File: src/rtl/irq_unit_pkg.sv
package irq_unit_pkg;

  localparam int REG_ADDR_W = 2;

  typedef enum logic [1:0] {
    SEL_STATUS = 2'd0,
    SEL_SET    = 2'd1,
    SEL_MASK   = 2'd2,
    SEL_NONE   = 2'd3
  } regSel_e;

  // Strobes handed from the control decoder to the datapath.
  typedef struct packed {
    logic    clearWr;
    logic    setWr;
    logic    maskWr;
    regSel_e rdSel;
  } regStrobe_t;

  // Status bit assigned to each hardware event source.
  localparam int BIT_CAPTURE_START = 31;
  localparam int BIT_STREAM_END    = 30;
  localparam int BIT_VBI_CAPTURE   = 29;
  localparam int BIT_ENC_DMA_DONE  = 27;
  localparam int BIT_DATA_REQUEST  = 22;
  localparam int BIT_DEC_DMA_DONE  = 20;
  localparam int BIT_LINK_LIST_ERR = 18;

endpackage

File: src/rtl/irq_ctrl.sv
module irq_ctrl
  import irq_unit_pkg::*;
#(
  parameter int ADDR_W = REG_ADDR_W
) (
  input  logic              regWr,
  input  logic [ADDR_W-1:0] regAddr,
  input  logic [ADDR_W-1:0] rdAddr,
  output regStrobe_t        strobe
);

  localparam logic [ADDR_W-1:0] ADDR_STATUS = ADDR_W'(0);
  localparam logic [ADDR_W-1:0] ADDR_SET    = ADDR_W'(1);
  localparam logic [ADDR_W-1:0] ADDR_MASK   = ADDR_W'(2);

  always_comb begin
    strobe.clearWr = regWr && (regAddr == ADDR_STATUS);
    strobe.setWr   = regWr && (regAddr == ADDR_SET);
    strobe.maskWr  = regWr && (regAddr == ADDR_MASK);
    if (rdAddr == ADDR_STATUS)    strobe.rdSel = SEL_STATUS;
    else if (rdAddr == ADDR_SET)  strobe.rdSel = SEL_SET;
    else if (rdAddr == ADDR_MASK) strobe.rdSel = SEL_MASK;
    else                          strobe.rdSel = SEL_NONE;
  end

  // The three write strobes can never fire together.
  always_comb begin
    assert_one_write_R8: assert ($onehot0({strobe.clearWr, strobe.setWr, strobe.maskWr}));
  end

endmodule

File: src/rtl/irq_datapath.sv
module irq_datapath
  import irq_unit_pkg::*;
#(
  parameter int DATA_W = 32
) (
  input  logic              clk,
  input  logic              rst,
  input  regStrobe_t        strobe,
  input  logic [DATA_W-1:0] wrData,
  input  logic [DATA_W-1:0] eventVec,
  output logic [DATA_W-1:0] rdData,
  output logic              irqOut
);

  logic [DATA_W-1:0] status;
  logic [DATA_W-1:0] mask;
  logic [DATA_W-1:0] clearBits;
  logic [DATA_W-1:0] setBits;
  logic [DATA_W-1:0] statusNext;
  logic              irqReg;

  assign clearBits  = strobe.clearWr ? wrData : '0;
  assign setBits    = strobe.setWr   ? wrData : '0;
  // Events are ORed in after the clear, so an event wins over a clear.
  assign statusNext = (status & ~clearBits) | setBits | eventVec;

  always_ff @(posedge clk) begin
    if (rst) begin
      status <= '0;
      mask   <= '1;
      irqReg <= 1'b0;
    end else begin
      status <= statusNext;
      if (strobe.maskWr) mask <= wrData;
      irqReg <= |(status & ~mask);
    end
  end

  always_comb begin
    unique case (strobe.rdSel)
      SEL_STATUS: rdData = status;
      SEL_MASK:   rdData = mask;
      default:    rdData = '0;
    endcase
  end

  assign irqOut = irqReg;

  assert_reset_state_R1: assert property (@(posedge clk)
    $past(rst) && !rst |-> (status == '0) && (mask == '1) && !irqOut);

  assert_event_latched_R2: assert property (@(posedge clk) disable iff (rst)
    (eventVec != '0) |=> ((status & $past(eventVec)) == $past(eventVec)));

  assert_set_write_R3: assert property (@(posedge clk) disable iff (rst)
    strobe.setWr |=> ((status & $past(wrData)) == $past(wrData)));

  assert_clear_write_R4: assert property (@(posedge clk) disable iff (rst)
    strobe.clearWr |=> ((status & $past(wrData) & ~$past(eventVec)) == '0));

  assert_event_beats_clear_R5: assert property (@(posedge clk) disable iff (rst)
    (strobe.clearWr && ((wrData & eventVec) != '0))
      |=> ((status & $past(wrData & eventVec)) == $past(wrData & eventVec)));

  assert_status_hold_R4: assert property (@(posedge clk) disable iff (rst)
    (!strobe.clearWr && !strobe.setWr && eventVec == '0) |=> $stable(status));

  assert_mask_hold_R6: assert property (@(posedge clk) disable iff (rst)
    !strobe.maskWr |=> $stable(mask));

  assert_irq_rise_R7: assert property (@(posedge clk) disable iff (rst)
    ((status & ~mask) != '0) |=> irqOut);

  assert_irq_fall_R6: assert property (@(posedge clk) disable iff (rst)
    ((status & ~mask) == '0) |=> !irqOut);

endmodule

File: src/rtl/irq_status_unit.sv
module irq_status_unit
  import irq_unit_pkg::*;
#(
  parameter int DATA_W = 32,
  parameter int ADDR_W = REG_ADDR_W
) (
  input  logic              clk,
  input  logic              rst,
  input  logic              regWr,
  input  logic [ADDR_W-1:0] regAddr,
  input  logic [DATA_W-1:0] regWrData,
  input  logic [ADDR_W-1:0] rdAddr,
  output logic [DATA_W-1:0] rdData,
  input  logic              evCaptureStart,
  input  logic              evStreamEnd,
  input  logic              evVbiCapture,
  input  logic              evEncDmaDone,
  input  logic              evDataRequest,
  input  logic              evDecDmaDone,
  input  logic              evLinkListErr,
  output logic              irqOut
);

  regStrobe_t        strobe;
  logic [DATA_W-1:0] eventVec;

  always_comb begin
    eventVec                    = '0;
    eventVec[BIT_CAPTURE_START] = evCaptureStart;
    eventVec[BIT_STREAM_END]    = evStreamEnd;
    eventVec[BIT_VBI_CAPTURE]   = evVbiCapture;
    eventVec[BIT_ENC_DMA_DONE]  = evEncDmaDone;
    eventVec[BIT_DATA_REQUEST]  = evDataRequest;
    eventVec[BIT_DEC_DMA_DONE]  = evDecDmaDone;
    eventVec[BIT_LINK_LIST_ERR] = evLinkListErr;
  end

  irq_ctrl #(.ADDR_W(ADDR_W)) u_ctrl (
    .regWr   (regWr),
    .regAddr (regAddr),
    .rdAddr  (rdAddr),
    .strobe  (strobe)
  );

  irq_datapath #(.DATA_W(DATA_W)) u_datapath (
    .clk      (clk),
    .rst      (rst),
    .strobe   (strobe),
    .wrData   (regWrData),
    .eventVec (eventVec),
    .rdData   (rdData),
    .irqOut   (irqOut)
  );

endmodule

File: config.mk
export PLATFORM = sky130hd
export DESIGN_NAME = irq_status_unit
export DESIGN_NICKNAME = d
export VERILOG_FILES = /design/src/rtl/irq_unit_pkg.sv /design/src/rtl/irq_ctrl.sv /design/src/rtl/irq_datapath.sv /design/src/rtl/irq_status_unit.sv
export SDC_FILE = /design/constraint.sdc
export NUM_CORES = 1
export LEC_CHECK = 0
export ABC_AREA = 1
export BUFFER_PORTS_ARGS = -buffer_cell sky130_fd_sc_hd__buf_2
export CELL_PAD_IN_SITES_DETAIL_PLACEMENT = 0
export CELL_PAD_IN_SITES_GLOBAL_PLACEMENT = 1
export CORE_AREA = 2 2 106 108
export DETAILED_ROUTE_END_ITERATION = 8
export DIE_AREA = 0 0 108 110
export GPL_TIMING_DRIVEN = 0
export PLACE_DENSITY = 0.63
export SETUP_SLACK_MARGIN = 0.1
export SYNTH_ARGS = -nofsm -noshare
export SYNTH_HDL_FRONTEND = slang
export SYNTH_SLANG_ARGS = --single-unit
File: constraint.sdc
create_clock -name clk -period 1.9 [get_ports clk]
set_input_delay 0.38 -clock clk [delete_from_list [all_inputs] [get_ports clk]]
set_output_delay 0.38 -clock clk [all_outputs]
set_load 0.02 [all_outputs]
Word level (Yosys, flattened, before mapping)
Cells that the tools add are included.
- flip-flop bits (word level): 65
- input port bits: 46
- output and inout port bits: 33
- word-level logic and storage cells: 27
- eq/ne operators: 5
- multiplexer cells: 6
- bitwise logic cells: 6
- reduce and logical (&&, ||, !) cells: 7
- operators with widths (kind ; number):
    32-bit bitwise AND ; 2
    32-bit two-way mux ; 2
    32-bit NOT ; 2
    32-bit bitwise OR ; 2
    32-bit one-hot mux with 2 select lines ; 1
    32-bit OR reduction ; 1
    2-bit == test (second input constant) ; 3
    2-bit zero test ; 3
    2-bit by 1-bit == test with 1-bit output (second input constant) ; 2
    2-bit two-way mux ; 2
    1-bit logical AND ; 3
    1-bit two-way mux ; 1

Depth between registers and ports, before layout
Gate-level depths: netlist of the first run.
- word-level depth: 7
- mapped depth: 7
- depth with buffers taken out: 7

By module
A second synthesis of the first run with hierarchy kept.
- cells, all modules: 454
- area, all modules: 3256.9 um^2
- modules (own cells, without submodules) (module ; times used ; cells each ; area each (um^2) ; seq. area each (um^2)):
    irq_datapath ; 1 ; 444 ; 3219.3 ; 1301.2
    irq_ctrl ; 1 ; 9 ; 33.8 ; 0.0
    irq_status_unit ; 1 ; 1 ; 3.8 ; 0.0

Least setup slack after synthesis of the first run
No wires, ideal clock.
- kind: input -> output
- start: input rdAddr[0]
- end: output rdData[18]
- arrival time: 1.420 ns
- data required time: 1.520 ns
- slack: 0.100 ns
- stages: 4
- buffers on the path: 2
- path through: or2_2 > clkbuf_1 > buf_2 > o21ai_0
- cells in the longest elaborated chain, start to end: 6
- elaborated cells on any way between the ends: 9
- classes of those cells: eq/ne: 3; mux: 4; reduce/logical: 2
- ends and longest elaborated chain (what ; line ; RTL):
    start, declared ; irq_status_unit.sv:12 ; input logic [ADDR_W-1:0] rdAddr,
    2-bit == test ; irq_ctrl.sv:22 ; else if (rdAddr == ADDR_MASK) strobe.rdSel = SEL_MASK;
    1-bit two-way mux ; irq_ctrl.sv:22 ;
    2-bit two-way mux ; irq_ctrl.sv:21 ; else if (rdAddr == ADDR_SET) strobe.rdSel = SEL_SET;
    2-bit two-way mux (*) ; irq_ctrl.sv:20 ; if (rdAddr == ADDR_STATUS) strobe.rdSel = SEL_STATUS;
    2-bit == test or 2-bit zero test (tied branches) ; irq_datapath.sv:40 ; unique case (strobe.rdSel)
    32-bit one-hot mux with 2 select lines (*) ; irq_datapath.sv:40 ;
    end, declared ; irq_status_unit.sv:13 ; output logic [DATA_W-1:0] rdData,
Mark *: on every way between the ends. The rest lies on a longest branch, timed or not.

Worst setup path in the final report of the first run
- start: input rdAddr[0]
- end: output rdData[9]
Same word-level chain as after synthesis.

==> results.md, run 1 <==
* Status: finished clean
* Most frequent cell after synthesis: nand2_1
* DR DRC count at 0
* Initial core utilization at 0.2931
* Reg power frac at 0.452
* Mapped Area at 3136 µm²
* Ratio of total power to cell area at 811.0 nW/µm²
* NetSw at 0.9344 mW
* Comb power frac at 0.164
* Antenna violations before repair at 0
* CP Buf/Inv Count at 4
* CP max stage cell: clkbuf_4
* Initial DRC Count at 198
* Die width at 108 µm
* Hold endpoint: u_datapath.status[29]
* Htree depth at 3
* Startpoint types: primary input
* Count of different cell masters after synthesis at 18
* Area contributors post-synth: dfxtp_1, nand2_1, inv_1
* Sequential cell area at 1301 µm²
* Sequential share of the synthesized area at 0.4150
* Critical path cell sequence: buf_2, inv_2, nand2_4, clkbuf_4, o22ai_1, buf_4
* Die ar. at 11880 µm²
* Post-synth EDFFs at 0
* Synth Net Count at 503
* Diode count at 0
* PnR Total Power at 3.228 mW
* Slew headroom at 0.5799
* R2R depth at 7
* Net total in the final layout at 589
* Layout cells sized above 1 at 0.2157
* Static leakage at 1.855 nW
* Post-synth top area cell: dfxtp_1
* # rows at 38
* Reg2Reg Capture Point: u_datapath.irqOut
* Number of buffers on the longest clock path at 2
* Hold depth at 3
* Syn_area_per_cell at 6.861 µm²
* Hpwl dp at 7206 µm
* Total global-route track usage at 0.1793
* Ys async rst share at 0
* DR WL/cell at 14.90 µm
* Root Buffer: clkbuf_8
* Worst Path Max Fanout at 10
* GR Overflow Total at 0
* Clock transition at path regs at 0.07 ns
* CP top delay family: buffers and inverters
* ANT nets after route at 0
* Commonest cells in the synthesized netlist: nand2_1, inv_1, dfxtp_1
* Via density at 4.703
* Largest net degree at the start of global routing at 11
* Max Clock Freq at 591.6 MHz
* Clk pwr share at 0.384
* Vias at 3231
* Crit path arrival time at 1.31 ns
* Slowest stage delay, CP at 0.22 ns
* Worst-Margin Slew at 0.6301 ns
* TritonRoute pass-1 iters at 4
* Top FF cell, synth: dfxtp_1
* CTS Buf Count at 9
* Post-CTS setup repair buffer count at 0
* Vias in the first global route at 3026
* Sw Ratio at 0.2895
* RSZ-0062 raised after global routing: false
* Skew final at 0.004199 ns
* #FFs+latches synth at 65
* Critical Path RT at 1.52 ns
* Final Setup Violations at 0
* Area delta synth->final at 26.94%
* Tightest Hold Check Type: primary input to flip-flop
* Worst flop-to-flop path startpoint: u_datapath.mask[23]
* Yosys warning total at 0
* First-pass GRT wire length at 16170 µm
* Hold Slack at 0.2870 ns
* RD Place Congestion at 0.8007
* Post-Synthesis Cells at 457
* Clock Latency Late Sink at 0.34 ns
* CTS tree: built
* Core Area at 10700 µm²
* Worst VDD drop at 0.2743 mV
* Tcrit/Tclk final at 0.8896
* Drt total wl at 10240 µm
* # IOs at 79
* Final Critical Period at 1.690 ns
* Max cap viols at 0
* Hold wc startpoint: evVbiCapture
* Buffers on Ports at 76
* Fill count at 1184
* Reg2reg setup slack at 0.85 ns
* Area used by multi-input combinational logic at 1430 µm²
* Setup CP Type: primary input to output port
* CP Capture Type: output port
* Die Y at 110 µm
* Hold Violations, Final at 0
* Int Power at 2.294 mW
* Max Slew Vio Count at 0
* Synth top area share at 0.4150
* Clock sinks at 65
## final cells by class
cell class	instances	area share
Buffer	26	0.04275
Clock buffer	13	0.03992
Clock inverter	2	0.009431
Inverter	79	0.07450
Multi-Input combinational cell	286	0.3593
Sequential cell	65	0.3269
Tap cell	140	0.04401
Timing Repair Buffer	76	0.1031
## flip-flops by register name (all words and copies together) (netlist names)
| name | flops |
|---|---|
| u_datapath.status | 32 |
| u_datapath.mask | 32 |
| u_datapath.irqOut | 1 |
## layer usage
layer | global-route usage | up-vias | part of all wire
li1 | - | 1652 | -
met4 | 0.05952 | 0 | 0.014
met3 | 0.03821 | 12 | 0.054
met5 | 0 | - | 0
met1 | 0.2411 | 1482 | 0.48
met2 | 0.2871 | 85 | 0.46
## logic make-up after synthesis
kind of cell	Yosys count	synth area share
simple gates	178	0.2326
buf+inv	106	0.1417
flops	65	0.4150
compound gates	108	0.2107
## worst max-delay path by stage
stage	startpoint	cells after the start	end	slack, ns
2_1_floorplan	rdAddr[0]	4	rdData[18]	0.10
3_3_place_gp	rdAddr[0]	6	rdData[31]	-0.26
3_5_place_dp	rdAddr[0]	6	rdData[7]	-0.26
4_1_cts	rdAddr[1]	5	rdData[9]	0.13
5_1_grt	rdAddr[0]	6	rdData[9]	0.09
6_report	rdAddr[0]	6	rdData[9]	0.21
## per-stage QoR
step / utilization / cell area [µm²] / worst slack (ns) / instances / TNS, ns
2_1_floorplan: - / 3136 / 0.1005 / 457 / 0
3_3_place_gp: 0.3450 / 3691 / -0.2550 / 673 / -4.422
3_5_place_dp: 0.3450 / 3691 / -0.2648 / 673 / -4.536
4_1_cts: 0.3711 / 3970 / 0.1345 / 687 / 0
5_1_grt: 0.3720 / 3980 / 0.08780 / 687 / 0
6_report: 0.3720 / 3980 / 0.2097 / 687 / 0
## placed cells by master, fill, tap and decap left out, types with 14 or more instances in the layout
cell type	netlist	layout
nand2_1	133	132
inv_1	76	75
buf_2	4	65
dfxtp_1	65	65
nand3_1	32	32
o211ai_1	31	31
a21oi_1	26	26
o22ai_1	27	24
buf_4	7	20
o21ai_0	17	14
## tightest hold or removal path, stage by stage
cell and delay [ns]:
buf_2 0.09, inv_1 0.04, a31oi_1 0.07
## power by group through the flow
stage                     registers [mW]  logic (mW)  clock network (mW)
after floorplan                     1.49       0.300                   0
after global placement              1.49       0.498                   0
after detailed placement            1.49       0.504                   0
after CTS                           1.46       0.530                1.27
after global routing                1.47       0.587                1.33
final                               1.46       0.528                1.24
## timing repair
| action | in CTS | in global routing |
|---|---|---|
| gates resized for setup | 31 | 5 |
| setup endpoints to repair | 31 | 7 |
| hold buffers | 0 | 0 |
Note: power is estimated with default switching activity, not from simulation.
==> run 2, diff against run 1 <==
--- a/config.mk
+++ b/config.mk
@@ -16,2 +16,3 @@
 export PLACE_DENSITY = 0.63
+export RECOVER_POWER = 50
 export SETUP_SLACK_MARGIN = 0.1
==> constraint.sdc (replaced) <==
create_clock -name clk -period 1.9 [get_ports clk]
set_input_delay 0.095 -clock clk [delete_from_list [all_inputs] [get_ports clk]]
set_output_delay 0.095 -clock clk [all_outputs]
set_load 0.02 [all_outputs]
==> results.md, run 2 (synthesized netlist as in run 1, its figures left out) <==
* Crit path arrival time at 1.82 ns
* ANT nets after route at 0
* Hold depth at 3
* First-pass GRT wire length at 16300 µm
* Hpwl dp at 7206 µm
* Hold Slack at 0.006827 ns
* Buffers on Ports at 76
* Post-route worst setup slack at 0.2690 ns
* Pre-CTS setup slack at 0.3052 ns
* DR WL/cell at 14.69 µm
* DR DRC count at 0
* Met2 Use GR at 0.2925
* Die width at 108 µm
* Via density at 4.683
* Worst VDD drop at 0.2735 mV
* Tightest Hold Check Type: primary input to flip-flop
* R2R depth at 7
* Critical path origin: regAddr[1]
* Hold Violations, Final at 0
* Placed insts at 673
* Clock transition at path regs at 0.07 ns
* Fin Setup TNS at 0 ns
* # rows at 38
* RSZ-0062 raised after global routing: false
* CTS Buf Count at 9
* Max cap viols at 0
* CP Buf/Inv Count at 4
* Total global-route track usage at 0.1801
* Ratio of total power to cell area at 802.9 nW/µm²
* RD Place Congestion at 0.8007
* GR peak layer: met2
* Worst-Margin Slew at 0.6342 ns
* Critical path cell sequence: clkbuf_1, inv_1, nor3_1, clkbuf_1, clkbuf_1, o211ai_1
* Status: finished clean
* Net total in the final layout at 605
* CP top delay family: buffers and inverters
* Vias at 3292
* Reg2reg setup slack at 0.86 ns
* Clock sinks at 65
* CP Capture Type: flip-flop
* Largest net degree at the start of global routing at 11
* Root Buffer: clkbuf_8
* Skew final at 0.005943 ns
* Worst Path Max Fanout at 10
* CP max stage cell: clkbuf_1
* Final Critical Period at 1.631 ns
* Slowest stage delay, CP at 0.49 ns
* Setup CP Type: primary input to flip-flop
* Worst flop-to-flop path startpoint: u_datapath.mask[23]
* Clock Latency Late Sink at 0.34 ns
* Max Slew Vio Count at 0
* Tcrit/Tclk final at 0.8584
* Core Area at 10700 µm²
* Hold endpoint: u_datapath.mask[16]
* GR Overflow Total at 0
* Reg2Reg Capture Point: u_datapath.irqOut
* Layout cells sized above 1 at 0.1776
* Highest-count cells in the layout ignoring fill and taps: nand2_1, inv_1, buf_2, dfxtp_1, nand3_1
* Die ar. at 11880 µm²
* Die Y at 110 µm
* Finished Layout Cells at 703
* Antenna violations before repair at 0
* Area delta synth->final at 28.17%
* Most common cell after layout, fill and taps aside: nand2_1
* Slew headroom at 0.5772
* # IOs at 79
* Max Clock Freq at 613.1 MHz
* Resize count post-CTS at 0
* GRT met1 Usage at 0.2396
* Number of buffers on the longest clock path at 2
* Htree depth at 3
* Initial core utilization at 0.2931
* CTS tree: built
* Final Setup Violations at 0
* Critical Path RT at 2.09 ns
* Drt total wl at 10330 µm
* TritonRoute pass-1 iters at 5
* CP most frequent cell: clkbuf_1
* Static leakage at 1.863 nW
* Startpoint types: primary input
* Vias in the first global route at 3082
* Hold wc startpoint: regWrData[16]
* Diode count at 0
* Met3 Usage GRT at 0.03998
* Initial DRC Count at 182
## run 2: final cells by class
| cell class | count | area, µm² |
|---|---|---|
| Inverter | 79 | 296.5 |
| Sequential cell | 65 | 1301 |
| Tap cell | 140 | 175.2 |
| Multi-Input combinational cell | 286 | 1385 |
| Clock buffer | 13 | 158.9 |
| Buffer | 27 | 136.4 |
| Fill cell | 1179 | 6679 |
| Timing Repair Buffer | 91 | 528.0 |
| Clock inverter | 2 | 37.54 |
## run 2: how the worst max path moves through the flow
stage | endpoint | slack, ns | cells after the start
finish | u_datapath.mask[14] | 0.27 | 6
CTS | rdData[7] | 0.31 | 6
global route | u_datapath.mask[17] | 0.10 | 6
floorplan | rdData[18] | 0.67 | 4
detailed placement | rdData[7] | 0.31 | 6
global placement | rdData[31] | 0.31 | 6
## run 2: tightest hold or removal path: cells and delay by family
family	cells	cell delay [ns]
compound gates	1	0.06
buf+inv	1	0.11
simple gates	1	0.05
## run 2: what timing repair did
item / in CTS / in global routing
hold endpoints to repair: 15 / 1
setup buffers: 0 / 0
hold buffers: 14 / 1
## run 2: per-stage QoR
stage	instance area, µm²	util	total power [mW]
2_1_floorplan	3136	-	1.785
3_3_place_gp	3691	0.3450	1.988
3_5_place_dp	3691	0.3450	1.995
4_1_cts	4028	0.3765	3.256
5_1_grt	4019	0.3757	3.375
6_report	4019	0.3757	3.227
## run 2: power by group
part	internal, mW	switching [mW]	leakage [nW]	total (mW)
registers	1.43	0.0319	0.533	1.46
logic	0.188	0.331	1.23	0.518
clock network	0.673	0.575	0.0957	1.25
total	2.29	0.938	1.86	3.23
## run 2: metal layers
metal	wire length (µm)	share of wire
met4	142	0.014
met1	4987	0.48
met2	4690	0.45
met3	508	0.049
met5	0	0
